==> config.mk <==
export PLATFORM = sky130hd
export DESIGN_NAME = gpio_irq_port
export DESIGN_NICKNAME = d
export VERILOG_FILES = /design/src/rtl/gpio_irq_pkg.sv /design/src/rtl/gpio_line_filter.sv /design/src/rtl/gpio_line_detect.sv /design/src/rtl/gpio_irq_regs.sv /design/src/rtl/gpio_irq_port.sv
export SDC_FILE = /design/constraint.sdc
export NUM_CORES = 1
export LEC_CHECK = 0
export CORE_ASPECT_RATIO = 1.75
export CORE_MARGIN = 4
export CORE_UTILIZATION = 40
export CTS_BUF_LIST = sky130_fd_sc_hd__clkbuf_8
export DETAILED_ROUTE_END_ITERATION = 16
export PLACE_DENSITY = 0.72
export SYNTH_ARGS = -nofsm -noshare
export SYNTH_HDL_FRONTEND = slang
export SYNTH_HIERARCHICAL = 1
export SYNTH_SLANG_ARGS = --single-unit
==> constraint.sdc <==
create_clock -name clk -period 1.9 [get_ports clk]
set_clock_uncertainty 0.05 [all_clocks]
set_input_delay 0.38 -clock clk [delete_from_list [all_inputs] [get_ports clk]]
set_output_delay 0.38 -clock clk [all_outputs]
set_load 0.03 [all_outputs]
==> src/rtl/gpio_irq_pkg.sv <==
package gpio_irq_pkg;

  localparam int unsigned REG_ADDR_W = 3;

  localparam logic [REG_ADDR_W-1:0] ADDR_MODE = 3'd0;
  localparam logic [REG_ADDR_W-1:0] ADDR_POL  = 3'd1;
  localparam logic [REG_ADDR_W-1:0] ADDR_EN   = 3'd2;
  localparam logic [REG_ADDR_W-1:0] ADDR_DEB  = 3'd3;
  localparam logic [REG_ADDR_W-1:0] ADDR_ACK  = 3'd4;
  localparam logic [REG_ADDR_W-1:0] ADDR_STAT = 3'd5;

  // Level qualifies when it matches the selected polarity.
  function automatic logic level_active(logic lvl, logic pol);
    return lvl == pol;
  endfunction

  // Edge qualifies when its direction matches polarity (1 rising, 0 falling).
  function automatic logic edge_active(logic cur, logic prv, logic pol);
    return pol ? (cur & ~prv) : (~cur & prv);
  endfunction

  // Debounce window has been fully observed.
  function automatic logic deb_expired(int unsigned cnt, int unsigned last);
    return cnt >= last;
  endfunction

endpackage

==> src/rtl/gpio_line_filter.sv <==
module gpio_line_filter #(
  parameter int unsigned DEB_CYCLES = 4
) (
  input  logic clk,
  input  logic rst_n,
  input  logic pin_async,
  input  logic deb_en,
  output logic lvl_out
);
  import gpio_irq_pkg::*;

  localparam int unsigned CNT_W = (DEB_CYCLES > 1) ? $clog2(DEB_CYCLES) : 1;
  localparam int unsigned CNT_LAST = DEB_CYCLES - 1;

  logic             sync_a, sync_b, held_q;
  logic [CNT_W-1:0] cnt_q;
  logic             differs, accept;

  assign differs = sync_b ^ held_q;
  assign accept  = deb_expired(32'(cnt_q), CNT_LAST);

  always_ff @(posedge clk or negedge rst_n) begin
    if (!rst_n) begin
      sync_a <= 1'b0;
      sync_b <= 1'b0;
      held_q <= 1'b0;
      cnt_q  <= '0;
    end else begin
      sync_a <= pin_async;
      sync_b <= sync_a;
      if (!deb_en) begin
        held_q <= sync_b;
        cnt_q  <= '0;
      end else if (!differs) begin
        cnt_q  <= '0;
      end else if (accept) begin
        held_q <= sync_b;
        cnt_q  <= '0;
      end else begin
        cnt_q  <= cnt_q + 1'b1;
      end
    end
  end

  assign lvl_out = deb_en ? held_q : sync_b;

  AST_DEB_HOLD_SHORT: assert property (@(posedge clk) disable iff (!rst_n)
    (deb_en && differs && !accept) |=> $stable(held_q));
  AST_DEB_HOLD_MATCH: assert property (@(posedge clk) disable iff (!rst_n)
    (deb_en && !differs) |=> $stable(held_q));
  AST_DEB_TAKE: assert property (@(posedge clk) disable iff (!rst_n)
    (deb_en && differs && accept) |=> (held_q != $past(held_q)));

endmodule

==> src/rtl/gpio_line_detect.sv <==
module gpio_line_detect (
  input  logic clk,
  input  logic rst_n,
  input  logic lvl,
  input  logic edge_mode,
  input  logic pol,
  input  logic line_en,
  input  logic ack_clr,
  output logic irq
);
  import gpio_irq_pkg::*;

  logic prev_q, pend_q;
  logic edge_hit, pend_set;

  assign edge_hit = edge_active(lvl, prev_q, pol);
  assign pend_set = line_en & edge_mode & edge_hit;

  always_ff @(posedge clk or negedge rst_n) begin
    if (!rst_n) begin
      prev_q <= 1'b0;
      pend_q <= 1'b0;
    end else begin
      prev_q <= lvl;
      if (!edge_mode)    pend_q <= 1'b0;
      else if (pend_set) pend_q <= 1'b1;
      else if (ack_clr)  pend_q <= 1'b0;
    end
  end

  assign irq = line_en & (edge_mode ? pend_q : level_active(lvl, pol));

  AST_EDGE_LATCH: assert property (@(posedge clk) disable iff (!rst_n)
    pend_set |=> pend_q);
  AST_STICKY: assert property (@(posedge clk) disable iff (!rst_n)
    (edge_mode && pend_q && !ack_clr) |=> pend_q);
  AST_ACK_CLEAR: assert property (@(posedge clk) disable iff (!rst_n)
    (ack_clr && !pend_set) |=> !pend_q);
  AST_SET_BEATS_ACK: assert property (@(posedge clk) disable iff (!rst_n)
    (pend_set && ack_clr) |=> pend_q);
  AST_OFF_NO_LATCH: assert property (@(posedge clk) disable iff (!rst_n)
    (!line_en && !pend_q) |=> !pend_q);
  AST_LEVEL_NO_PEND: assert property (@(posedge clk) disable iff (!rst_n)
    !edge_mode |=> !pend_q);

endmodule

==> src/rtl/gpio_irq_regs.sv <==
module gpio_irq_regs #(
  parameter int unsigned LINES = 8
) (
  input  logic                                  clk,
  input  logic                                  rst_n,
  input  logic                                  wr_en,
  input  logic [gpio_irq_pkg::REG_ADDR_W-1:0]   addr,
  input  logic [LINES-1:0]                      wdata,
  input  logic [LINES-1:0]                      status,
  output logic [LINES-1:0]                      mode_q,
  output logic [LINES-1:0]                      pol_q,
  output logic [LINES-1:0]                      en_q,
  output logic [LINES-1:0]                      deb_q,
  output logic [LINES-1:0]                      ack_mask,
  output logic [LINES-1:0]                      rdata
);
  import gpio_irq_pkg::*;

  always_ff @(posedge clk or negedge rst_n) begin
    if (!rst_n) begin
      mode_q <= '0;
      pol_q  <= '0;
      en_q   <= '0;
      deb_q  <= '0;
    end else if (wr_en) begin
      case (addr)
        ADDR_MODE: mode_q <= wdata;
        ADDR_POL:  pol_q  <= wdata;
        ADDR_EN:   en_q   <= wdata;
        ADDR_DEB:  deb_q  <= wdata;
        default:   ;
      endcase
    end
  end

  assign ack_mask = (wr_en && addr == ADDR_ACK) ? wdata : '0;

  always_comb begin
    case (addr)
      ADDR_MODE: rdata = mode_q;
      ADDR_POL:  rdata = pol_q;
      ADDR_EN:   rdata = en_q;
      ADDR_DEB:  rdata = deb_q;
      ADDR_STAT: rdata = status;
      default:   rdata = '0;
    endcase
  end

  AST_CFG_HOLD: assert property (@(posedge clk) disable iff (!rst_n)
    !wr_en |=> ($stable(mode_q) && $stable(pol_q) && $stable(en_q) && $stable(deb_q)));

endmodule

==> src/rtl/gpio_irq_port.sv <==
module gpio_irq_port #(
  parameter int unsigned LINES      = 8,
  parameter int unsigned DEB_CYCLES = 4
) (
  input  logic                                clk,
  input  logic                                rst_n,
  input  logic [LINES-1:0]                    pin_in,
  input  logic                                bus_wr,
  input  logic [gpio_irq_pkg::REG_ADDR_W-1:0] bus_addr,
  input  logic [LINES-1:0]                    bus_wdata,
  output logic [LINES-1:0]                    bus_rdata,
  output logic [LINES-1:0]                    line_irq,
  output logic                                irq_out
);

  logic [LINES-1:0] mode_q, pol_q, en_q, deb_q, ack_mask;
  logic [LINES-1:0] qual_lvl;

  gpio_irq_regs #(.LINES(LINES)) regs_i (
    .clk      (clk),
    .rst_n    (rst_n),
    .wr_en    (bus_wr),
    .addr     (bus_addr),
    .wdata    (bus_wdata),
    .status   (line_irq),
    .mode_q   (mode_q),
    .pol_q    (pol_q),
    .en_q     (en_q),
    .deb_q    (deb_q),
    .ack_mask (ack_mask),
    .rdata    (bus_rdata)
  );

  for (genvar gi = 0; gi < LINES; gi++) begin : g_line
    gpio_line_filter #(.DEB_CYCLES(DEB_CYCLES)) filt_i (
      .clk       (clk),
      .rst_n     (rst_n),
      .pin_async (pin_in[gi]),
      .deb_en    (deb_q[gi]),
      .lvl_out   (qual_lvl[gi])
    );
    gpio_line_detect det_i (
      .clk       (clk),
      .rst_n     (rst_n),
      .lvl       (qual_lvl[gi]),
      .edge_mode (mode_q[gi]),
      .pol       (pol_q[gi]),
      .line_en   (en_q[gi]),
      .ack_clr   (ack_mask[gi]),
      .irq       (line_irq[gi])
    );
  end

  assign irq_out = |line_irq;

  AST_DISABLED_QUIET: assert property (@(posedge clk) disable iff (!rst_n)
    (line_irq & ~en_q) == '0);
  AST_COMBINED_MATCH: assert property (@(posedge clk) disable iff (!rst_n)
    irq_out == (line_irq != '0));

endmodule

==> flow_summary_export.csv <==
group,metric,value,unit
routing,detailedRoute.firstPassIterationCount,4,
placement,placed_cell_area,5334,sq um
grt,wire_length_of_the_first_global_routing_pass,15360,microns
timing,fmax,0.3998,GHz
clock_network,clkLatencyLatePin,0.36,ns
timing,timing.max_slew.rel_slack,76.26,%
clock_network,numCtsBuffers,9,
timing,rsz0062_at_grt,"true",
timing,fin_crit_sh,131.6,%
worst_setup_path,worstPathRequired,1.47,ns
final_layout,area_growth,38.63,%
final_layout,drive_above_1_share,45.78,%
yosys,ys_top_cells_by_area,"sky130_fd_sc_hd__dfrtp_1 53%, sky130_fd_sc_hd__mux2_2 11%, sky130_fd_sc_hd__mux2_4 5.8%",
yosys,netlist-cell-type-count,34,
worst_setup_path,crit_path_max_incr_delay,0.39,ns
power,p_leak,2.737,nW
yosys,seq_area_frac_synth,53.50,%
routing,post_drt_wl_per_cell,16.20,microns
yosys,synthDominantCellAreaShare,53.50,%
yosys,synthesis.nets,340,
worst_setup_path,critPathSlowestCell,"sky130_fd_sc_hd__dfrtp_1",
placement,count_of_port_buffers_added_during_placement,38,
worst_setup_path,reg2regPathDepth,4,
clock_network,clock_sink_count,88,
worst_setup_path,worst_setup_path_start_kind,"flop",
yosys,synth.ff_latch_count,88,
placement,placement.setup.worst_slack,-0.8822,ns
die,design.die.area,12040,sq um
routing,dr.first_iter.drc_count,127,
yosys,synth_area_leader_cell,"sky130_fd_sc_hd__dfrtp_1",
grt,antenna_found_initial,0,
yosys,yosys.cell_count.top_type,"sky130_fd_sc_hd__dfrtp_1",
die,floorplan.die.width,84.69,microns
grt,largest_net_degree_at_the_start_of_global_routing,45,
clock_network,clk_pin_slew_worst_paths,0.08,ns
final_layout,final_net_count,476,
timing,final.setup.worst_slack,-0.6009,ns
final_layout,finalNonFillerCells,575,
power,power.total,6.023,mW
run,cap_viol_max_count,0,
grt,grt_busiest_layer,"met2",
placement,post-dp-hpwl,6686,microns
final_layout,finish.instance_area,5707,sq um
die,floorplan.initialDensity,41.29,%
routing,detail_route.wirelength,9316,microns
timing,setup_total_negative_slack,-6.761,ns
yosys,netlist_area,4116,sq um
grt,use_met1,18.63,%
worst_setup_path,timing.critical_path.cells,"mux2_4, xor2_1, o21ai_1, and2_4, buf_6, a221o_2, buf_6",
placement,cells_after_dpl,551,
clock_network,cts_root_buf,"sky130_fd_sc_hd__clkbuf_8",
grt,globalRouteMet2Util,28.79,%
timing,number_of_max_slew_violations_in_the_final_report,0,
yosys,synthesis.instances,310,
routing,viasPerCell,5.040,
grt,grt.total_usage,16.16,%
die,io_pins,39,
final_layout,final_core_utilization,57.24,%
timing,finalHoldViolations,0,
hold_path,worst_hold_path_type,"flop to flop",
routing,route.antenna.remaining_nets,0,
timing,whs,0.3015,ns
final_layout,n_antenna_cell,0,
power,power.density,1055,nW/um^2
power,vdd.ir_drop.worst,440.5,uV
timing,tightestPinTransition,0.3562,ns
die,die_height,142.2,microns
placement,global_placer_s_final_weighted_congestion,0.7603,
run_status,status,"complete, but fails checks",
timing,final_period_minus_worst_setup_slack,2.501,ns
timing,setup_viol,17,
routing,vias,2898,
routing,drc,0,
clock_network,tritoncts_clock_tree,"yes",
worst_setup_path,critical_path.endpoint_type,"output port",
yosys,ys_async_sr_fraction,100.0,%
grt,first_global_vias,3203,
worst_setup_path,worst_ep_arrival_time,2.07,ns
hold_path,worstHoldPathCells,0,
yosys,synth_ff_type,"sky130_fd_sc_hd__dfrtp_1",
clock_network,cts.htree.levels,3,
grt,use_met3,3.534,%
worst_setup_path,worstSetupPathType,"flop to output port",
worst_setup_path,critical_path_peak_fanout,2,
die,core,9970,sq um
yosys,synth-edff-count,0,
clock_network,max-clock-path-buffers,2,
run_status,failing_checks,"setup timing",
grt,grt.overflow.total,0,
worst_setup_path,timing.critical_path.mode_cell,"sky130_fd_sc_hd__buf_6",
yosys,synth_top_cells_by_count,"88 x sky130_fd_sc_hd__dfrtp_1, 39 x sky130_fd_sc_hd__mux2_2, 20 x sky130_fd_sc_hd__nand2_1, 16 x sky130_fd_sc_hd__and2_1, 16 x sky130_fd_sc_hd__mux2_4",
yosys,yosysWarnings,6,
yosys,avgSynthCellArea,13.28,sq um
die,fp-row-count,48,
[placed cells by master (no fill, tap or decap), types with 2 or more instances in the layout]
master                            instances
sky130_fd_sc_hd__a221o_2                  6
sky130_fd_sc_hd__xnor2_1                  8
sky130_fd_sc_hd__mux2_2                  31
sky130_fd_sc_hd__and2_4                   8
sky130_fd_sc_hd__buf_4                   80
sky130_fd_sc_hd__dlymetal6s2s_1           2
sky130_fd_sc_hd__and4b_1                  8
sky130_fd_sc_hd__o31a_1                   8
sky130_fd_sc_hd__nand2_1                 19
sky130_fd_sc_hd__buf_6                   25
sky130_fd_sc_hd__nor3_1                   8
sky130_fd_sc_hd__nor2_1                  14
sky130_fd_sc_hd__and2_1                   8
sky130_fd_sc_hd__o21ai_1                  8
sky130_fd_sc_hd__buf_12                   6
sky130_fd_sc_hd__mux2i_1                  8
sky130_fd_sc_hd__clkdlybuf4s50_1         18
sky130_fd_sc_hd__nor4bb_1                 8
sky130_fd_sc_hd__dfrtp_1                 88
sky130_fd_sc_hd__inv_1                    2
sky130_fd_sc_hd__mux2_4                  24
sky130_fd_sc_hd__nand2b_1                 8
sky130_fd_sc_hd__nor2b_1                  8
sky130_fd_sc_hd__clkbuf_8                10
sky130_fd_sc_hd__xor2_1                   7
sky130_fd_sc_hd__ha_1                     8
[logic make-up after synthesis]
logic type               after synthesis  share of synthesized area (%)
buffers and inverters                  7                          1.398
AO/OA/AOI/OAI                         27                          5.167
AND/OR/NAND/NOR                      101                          15.65
flip-flops                            88                          53.50
XOR/XNOR                              16                          3.404
adder cells (fa/ha/maj)                8                          2.432
multiplexers                          63                          18.45
[worst paths after layout]
kind	start	end	slack, ns
max in group asynchronous	rst_n	g_line[2].filt_i/cnt_q[1]	0.79
max	regs_i/deb_q[3]	bus_rdata[3]	-0.60
min	g_line[5].filt_i/sync_a	g_line[5].filt_i/sync_b	0.30
min reg2reg	g_line[5].filt_i/sync_a	g_line[5].filt_i/sync_b	0.30
max reg2reg	regs_i/deb_q[2]	g_line[2].det_i/pend_q	0.40
min in group asynchronous	rst_n	g_line[1].filt_i/sync_a	0.43
[area by class of cell]
class	count	area, sq um
fillers	805	4263
flip-flops and latches	88	2202
multi-input cells	215	1943
repair buffers	132	1217
well taps	125	156.4
clock buffers	10	137.6
clock inverters	5	50.05
[sequential cells by signal, summed over array words and instances (netlist names)]
| name | cells |
|---|---|
| g_line.det_i/pend_q | 8 |
| g_line.det_i/prev_q | 8 |
| g_line.filt_i/cnt_q | 16 |
| g_line.filt_i/held_q | 8 |
| g_line.filt_i/sync_a | 8 |
| g_line.filt_i/sync_b | 8 |
| regs_i/deb_q | 8 |
| regs_i/en_q | 8 |
| regs_i/mode_q | 8 |
| regs_i/pol_q | 8 |
[where the power goes]
part,leakage (nW),internal (mW),switching [mW]
Combinational,1.55,1.35,0.974
Clock,0.101,0.625,0.631
Sequential,1.08,2.22,0.226
[repair_timing]
item,in CTS,in global routing
endpoints found under the setup margin,17,26
gates resized for setup,62,11
hold endpoints to repair,25,0
hold buffers,1,0
pin swaps,5,4
buffers inserted,5,5
[critical path: cells and delay by family, from the launching register on]
kind,cells,cell delay (ns)
buffers and inverters,2,0.26
xor gates and xnor gates,1,0.15
muxes,1,0.31
and+or+nand+nor,1,0.15
AOI/OAI and AO/OA,2,0.46
DFF,1,0.39
[per-layer routing]
metal	part of all wire, %	vias up
met4	2.4	0
met1	41	1442
li1	-	1381
met5	0	-
met3	3.6	19
met2	53	56
No activity file was read; power rests on OpenSTA's default activity.
